### config.mk
export PLATFORM = sky130hd
export DESIGN_NAME = rxrst_seq
export DESIGN_NICKNAME = d
export VERILOG_FILES = /design/src/rtl/rxrst_pkg.sv /design/src/rtl/rxrst_edge.sv /design/src/rtl/rxrst_pick.sv /design/src/rtl/rxrst_drive.sv /design/src/rtl/rxrst_seq.sv
export SDC_FILE = /design/constraint.sdc
export NUM_CORES = 1
export LEC_CHECK = 0
export BUFFER_PORTS_ARGS = -buffer_cell sky130_fd_sc_hd__buf_2
export CAP_MARGIN = 20
export CORE_MARGIN = 2
export CORE_UTILIZATION = 50
export DETAILED_ROUTE_END_ITERATION = 7
export GPL_ROUTABILITY_DRIVEN = 0
export HOLD_SLACK_MARGIN = 0.06
export PLACE_DENSITY_LB_ADDON = 0.1
export SLEW_MARGIN = 40
export SYNTH_ARGS = -nofsm -noshare
export SYNTH_HDL_FRONTEND = slang
export SYNTH_HIERARCHICAL = 1
export SYNTH_SLANG_ARGS = --single-unit
### constraint.sdc
create_clock -name clk -period 3.25 [get_ports clk]
set_input_delay 0.65 -clock clk [delete_from_list [all_inputs] [get_ports clk]]
set_output_delay 0.65 -clock clk [all_outputs]
set_load 0.005 [all_outputs]
### src/rtl/rxrst_pkg.sv
package rxrst_pkg;
   typedef enum logic [0:0] {
      ST_IDLE = 1'b0,
      ST_RUN  = 1'b1
   } rxrst_state_e;

   localparam logic [1:0] MODE_SEQUENTIAL = 2'b00;
endpackage

### src/rtl/rxrst_edge.sv
module rxrst_edge (
   input  logic clk,
   input  logic rst_n,
   input  logic lvl_i,
   output logic fall_o
);
   logic prev_q;

   always_ff @(posedge clk or negedge rst_n) begin
      if (!rst_n) prev_q <= 1'b0;
      else        prev_q <= lvl_i;
   end

   assign fall_o = prev_q & ~lvl_i;
endmodule

### src/rtl/rxrst_pick.sv
module rxrst_pick #(
   parameter int N     = 12,
   parameter int IDX_W = (N > 1) ? $clog2(N) : 1
) (
   input  logic [N-1:0]     sel_i,
   input  logic [IDX_W-1:0] cur_i,
   input  logic             from_start_i,
   output logic [IDX_W-1:0] nxt_o,
   output logic             found_o
);
   always_comb begin
      logic hit;
      hit   = 1'b0;
      nxt_o = '0;
      for (int i = 0; i < N; i++) begin
         if (!hit && sel_i[i] && (from_start_i || (IDX_W'(i) > cur_i))) begin
            hit   = 1'b1;
            nxt_o = IDX_W'(i);
         end
      end
      found_o = hit;
   end
endmodule

### src/rtl/rxrst_drive.sv
module rxrst_drive #(
   parameter int N     = 12,
   parameter int IDX_W = (N > 1) ? $clog2(N) : 1
) (
   input  logic             busy_i,
   input  logic             seq_i,
   input  logic [IDX_W-1:0] idx_i,
   input  logic [N-1:0]     sel_i,
   input  logic [N-1:0]     direct_i,
   output logic [N-1:0]     drv_o,
   output logic [N-1:0]     line_o
);
   for (genvar g = 0; g < N; g++) begin : g_line
      logic in_seq;
      logic in_sim;
      assign in_seq    = seq_i && (idx_i == IDX_W'(g));
      assign in_sim    = !seq_i && sel_i[g];
      assign drv_o[g]  = busy_i && (in_seq || in_sim);
      assign line_o[g] = drv_o[g] | direct_i[g];
   end
endmodule

### src/rtl/rxrst_seq.sv
module rxrst_seq
   import rxrst_pkg::*;
#(
   parameter int NUM_ANA  = 8,
   parameter int NUM_DIG  = 4,
   parameter int HOLD_CYC = 8,
   parameter int MODE_W   = 2
) (
   input  logic                       clk,
   input  logic                       rst_n,
   input  logic                       master_rst_i,
   input  logic [MODE_W-1:0]          mode_i,
   input  logic [NUM_ANA-1:0]         ana_mask_i,
   input  logic [NUM_DIG-1:0]         dig_mask_i,
   input  logic                       user_rdy_i,
   input  logic [NUM_ANA+NUM_DIG-1:0] direct_rst_i,
   output logic [NUM_ANA-1:0]         ana_rst_o,
   output logic [NUM_DIG-1:0]         dig_rst_o,
   output logic                       done_o,
   output logic                       err_o
);
   localparam int NLINE = NUM_ANA + NUM_DIG;
   localparam int IDX_W = (NLINE > 1) ? $clog2(NLINE) : 1;
   localparam int CNT_W = (HOLD_CYC > 1) ? $clog2(HOLD_CYC) : 1;
   localparam logic [CNT_W-1:0] CNT_LAST = CNT_W'(HOLD_CYC - 1);
   localparam logic [IDX_W-1:0] FIRST_DIG = IDX_W'(NUM_ANA);

   if (HOLD_CYC < 1) begin : g_bad_hold
      $error("rxrst_seq: HOLD_CYC must be at least 1");
   end
   if (NUM_ANA < 1 || NUM_DIG < 1) begin : g_bad_count
      $error("rxrst_seq: both line groups need at least one line");
   end
   if (MODE_W < 2) begin : g_bad_mode
      $error("rxrst_seq: MODE_W must be at least 2");
   end

   rxrst_state_e        state_q;
   logic [IDX_W-1:0]    idx_q;
   logic [CNT_W-1:0]    cnt_q;
   logic                seq_q;
   logic [NLINE-1:0]    sel_q;
   logic [MODE_W-1:0]   mode_q;
   logic                rdy_q;
   logic                done_q;
   logic                err_q;

   logic                fall;
   logic                start;
   logic                busy;
   logic [NLINE-1:0]    sel_in;
   logic [NLINE-1:0]    pick_sel;
   logic [IDX_W-1:0]    nxt_idx;
   logic                nxt_found;
   logic                hold_done;
   logic                rdy_ok;
   logic                release_now;
   logic                cfg_moved;
   logic                viol;
   logic [NLINE-1:0]    drv;
   logic [NLINE-1:0]    lines;

   rxrst_edge u_edge (
      .clk    (clk),
      .rst_n  (rst_n),
      .lvl_i  (master_rst_i),
      .fall_o (fall)
   );

   assign busy     = (state_q == ST_RUN);
   assign start    = fall && !busy;
   assign sel_in   = {dig_mask_i, ana_mask_i};
   assign pick_sel = start ? sel_in : sel_q;

   rxrst_pick #(.N(NLINE), .IDX_W(IDX_W)) u_pick (
      .sel_i        (pick_sel),
      .cur_i        (idx_q),
      .from_start_i (start),
      .nxt_o        (nxt_idx),
      .found_o      (nxt_found)
   );

   assign hold_done   = (cnt_q == CNT_LAST);
   assign rdy_ok      = !seq_q || (idx_q < FIRST_DIG) || rdy_q || user_rdy_i;
   assign release_now = busy && hold_done && rdy_ok;
   assign cfg_moved   = (sel_in != sel_q) || (mode_i != mode_q);
   assign viol        = cfg_moved || (|direct_rst_i);

   always_ff @(posedge clk or negedge rst_n) begin
      if (!rst_n) begin
         state_q <= ST_IDLE;
         idx_q   <= '0;
         cnt_q   <= '0;
         seq_q   <= 1'b1;
         sel_q   <= '0;
         mode_q  <= '0;
         rdy_q   <= 1'b0;
         done_q  <= 1'b0;
         err_q   <= 1'b0;
      end else begin
         done_q <= 1'b0;
         if (start) begin
            sel_q  <= sel_in;
            mode_q <= mode_i;
            seq_q  <= (mode_i[1:0] == MODE_SEQUENTIAL) && (mode_i >> 2 == '0);
            rdy_q  <= user_rdy_i;
            err_q  <= 1'b0;
            cnt_q  <= '0;
            idx_q  <= nxt_idx;
            if (|sel_in) state_q <= ST_RUN;
            else         done_q  <= 1'b1;
         end else if (busy) begin
            rdy_q <= rdy_q | user_rdy_i;
            err_q <= err_q | viol;
            if (release_now) begin
               cnt_q <= '0;
               if (seq_q && nxt_found) begin
                  idx_q <= nxt_idx;
               end else begin
                  state_q <= ST_IDLE;
                  done_q  <= 1'b1;
               end
            end else if (!hold_done) begin
               cnt_q <= cnt_q + CNT_W'(1);
            end
         end
      end
   end

   rxrst_drive #(.N(NLINE), .IDX_W(IDX_W)) u_drive (
      .busy_i   (busy),
      .seq_i    (seq_q),
      .idx_i    (idx_q),
      .sel_i    (sel_q),
      .direct_i (direct_rst_i),
      .drv_o    (drv),
      .line_o   (lines)
   );

   assign ana_rst_o = lines[NUM_ANA-1:0];
   assign dig_rst_o = lines[NLINE-1:NUM_ANA];
   assign done_o    = done_q;
   assign err_o     = err_q;

   assert_start_R1: assert property (@(posedge clk) disable iff (!rst_n)
      (start && (|sel_in)) |=> (|drv));

   assert_onehot_seq_R3: assert property (@(posedge clk) disable iff (!rst_n)
      (busy && seq_q) |-> $onehot(drv));

   assert_sim_group_R5: assert property (@(posedge clk) disable iff (!rst_n)
      (busy && !seq_q) |-> (drv == sel_q));

   assert_dig_gate_R6: assert property (@(posedge clk) disable iff (!rst_n)
      (busy && seq_q && (idx_q >= FIRST_DIG) && !rdy_q && !user_rdy_i)
      |=> (busy && $stable(idx_q)));

   assert_cfg_err_R8: assert property (@(posedge clk) disable iff (!rst_n)
      (busy && cfg_moved) |=> err_o);

   assert_direct_err_R9: assert property (@(posedge clk) disable iff (!rst_n)
      (busy && (|direct_rst_i)) |=> err_o);

   assert_done_pulse_R10: assert property (@(posedge clk) disable iff (!rst_n)
      done_o |=> !done_o);

   assert_done_quiet_R10: assert property (@(posedge clk) disable iff (!rst_n)
      done_o |-> (drv == '0));

   assert_empty_run_R11: assert property (@(posedge clk) disable iff (!rst_n)
      (start && (sel_in == '0)) |=> (done_o && !busy));

   assert_ignore_fall_R12: assert property (@(posedge clk) disable iff (!rst_n)
      (busy && fall && !release_now) |=> (busy && $stable(sel_q)));
endmodule

==> results.json <==
{
  "drt_iter0_drc": 100,
  "period_needed_ns": 2.91,
  "cp_common_cell": "nand2_1",
  "drive_above_1_share_pct": 25.7,
  "clock_path_buffers": 2,
  "ir_drop_v": 0.000568,
  "slowest_delay_ns": 0.55,
  "rsz0062_at_grt": "false",
  "root_buffer": "clkbuf_8",
  "cts_inserted_buffers": 3,
  "path_buf_inv": 2,
  "use_met2_pct": 39.6,
  "grt_max_degree": 28,
  "slew_viol_final": 0,
  "cp-end-kind": "flip-flop",
  "skew_ns": 0.00803,
  "antennaDiodeCount": 0,
  "nets": 321,
  "die-area_mm2": 0.00465,
  "track_usage_pct": 23.3,
  "post-cts-setup-buffers": 0,
  "syn_nets": 277,
  "overflow": 0,
  "clock_latency_ns": 0.27,
  "crit_required_ns": 3.40,
  "dp_cells": 334,
  "first_pass_iters": 4,
  "cts_resized": 0,
  "worst_pin_slew_ns": 0.648,
  "drc": 0,
  "critPathSlowestCell": "or4_1",
  "crit_path_cell_trace": "buf_2 -> nor2b_4 -> nand2b_1 -> buf_4 -> nand2_1 -> nand2_1 -> and4bb_1 -> or4_1 -> nand4_1 -> nand3b_1 -> nand2_1 -> o21ai_2 -> mux2_2",
  "ys_warn_count": 6,
  "crit_type": "input port to flip-flop",
  "period_share_pct": 89.7,
  "crit_arrival_ns": 3.07,
  "num_rows": 23,
  "wire_per_inst_um": 15.5,
  "core_region_area_mm2": 0.00397,
  "p_leak_nw": 1.09,
  "initial_core_util_pct": 51.8,
  "status": "completed",
  "power_density_mw_per_mm2": 878,
  "clock-sinks": 27,
  "fin_setup_tns_ns": 0,
  "area_delta_synth_final_pct": 15.5,
  "use_met1_pct": 29.9,
  "port_buffers": 43,
  "grt_pass1_wl_mm": 8.07,
  "grt_pass1_vias": 1709,
  "antenna_left": 0,
  "final-instance-count-excl-fill": 338,
  "syn_area_mm2": 0.00206,
  "fp.dieW_um": 68.2,
  "critical-path-top-delay-family": "simple AND/OR/NAND/NOR gates",
  "met3_usage_pct": 5.10,
  "maxCapViolCount": 0,
  "hold_class": "input port to async pin",
  "dp_hpwl_mm": 4.09,
  "start_kind": "input port",
  "avgViaCountPerCell": 5.75,
  "slew_headroom_pct": 56.8,
  "io_pins": 44,
  "vias": 1944,
  "clkTransAtPathRegs_ns": 0.09,
  "layout_commonest_cell": "nand2_1",
  "cp_max_fo": 10,
  "htree_levels": 1,
  "hold_viol_final": 0,
  "setup_viol": 0,
  "cts_tree": "built",
  "antenna_found_initial": 0,
  "mostFrequentLayoutCells": "nand2_1 (51), buf_2 (43), dfrtp_1 (26), inv_1 (14)",
  "syn_area_per_cell_um2": 8.40,
  "busiest_layer": "met2",
  "timing.fmax_mhz": 343,
  "hold_buffers": 0,
  "synthCells": 245,
  "drt_wl_total_mm": 5.25,
  "die_y_um": 68.2
}
## registers in the layout (all words and copies together) (netlist names)
signal	flops
busy	1
err_o	1
done_o	1
sel_q	12
seq_q	1
mode_q	2
idx_q	4
u_edge/prev_q	1
rdy_q	1
cnt_q	3
## power breakdown
| part | internal, mW | switching (mW) |
|---|---|---|
| Combinational | 0.580 | 0.602 |
| Sequential | 0.484 | 0.234 |
| Clock | 0.0858 | 0.102 |
| Total | 1.15 | 0.938 |
## routing by layer
metal / routed length, um / share of wire (%) / vias to the layer above
li1: - / - / 963
met1: 2330 / 44 / 903
met2: 2510 / 48 / 70
met3: 347 / 6.6 / 8
met4: 54 / 1.0 / 0
met5: 0 / 0 / -
## per-stage QoR
step / power, mW / cell area, um2 / setup slack (ns) / utilization, % / hold slack [ns]
after floorplan: 1.58 / 2060 / 0.0265 / - / 0.354
after global placement: 1.88 / 2330 / 0.120 / 58.7 / 0.479
after detailed placement: 1.89 / 2330 / 0.0519 / 58.7 / 0.485
after CTS: 2.09 / 2380 / 0.338 / 59.9 / 0.389
after global routing: 2.28 / 2380 / 0.156 / 59.9 / 0.412
final: 2.09 / 2380 / 0.336 / 59.9 / 0.382
## path summary, 6_finish.rpt
kind / from / endpoint / slack [ns] / depth (start not counted)
max: master_rst_i / idx_q[2] / 0.34 / 13
min: rst_n / cnt_q[0] / 0.38 / 1
max reg2reg: u_edge/prev_q / idx_q[2] / 0.35 / 12
min reg2reg: mode_q[1] / mode_q[1] / 0.51 / 2
max in group asynchronous: rst_n / idx_q[3] / 2.44 / 1
min in group clk: mode_q[1] / mode_q[1] / 0.51 / 2
## worst register-to-register path, stage by stage, from the launching register on
cell	delay [ns]
dfrtp_1	0.39
nor2b_4	0.13
nand2b_1	0.12
buf_4	0.20
nand2_1	0.07
nand2_1	0.15
and4bb_1	0.24
or4_1	0.55
nand4_1	0.14
nand3b_1	0.13
nand2_1	0.07
o21ai_2	0.22
mux2_2	0.37
## cell type report
type / instances / area (um2)
clock buffer: 3 / 41.3
sequential: 27 / 677
timing repair buffer: 51 / 275
tap: 50 / 62.6
multi-input combinational: 192 / 1260
inverter: 14 / 52.6
clock inverter: 1 / 5.00
fill: 382 / 1590
Note: power is estimated with default switching activity, not from simulation.
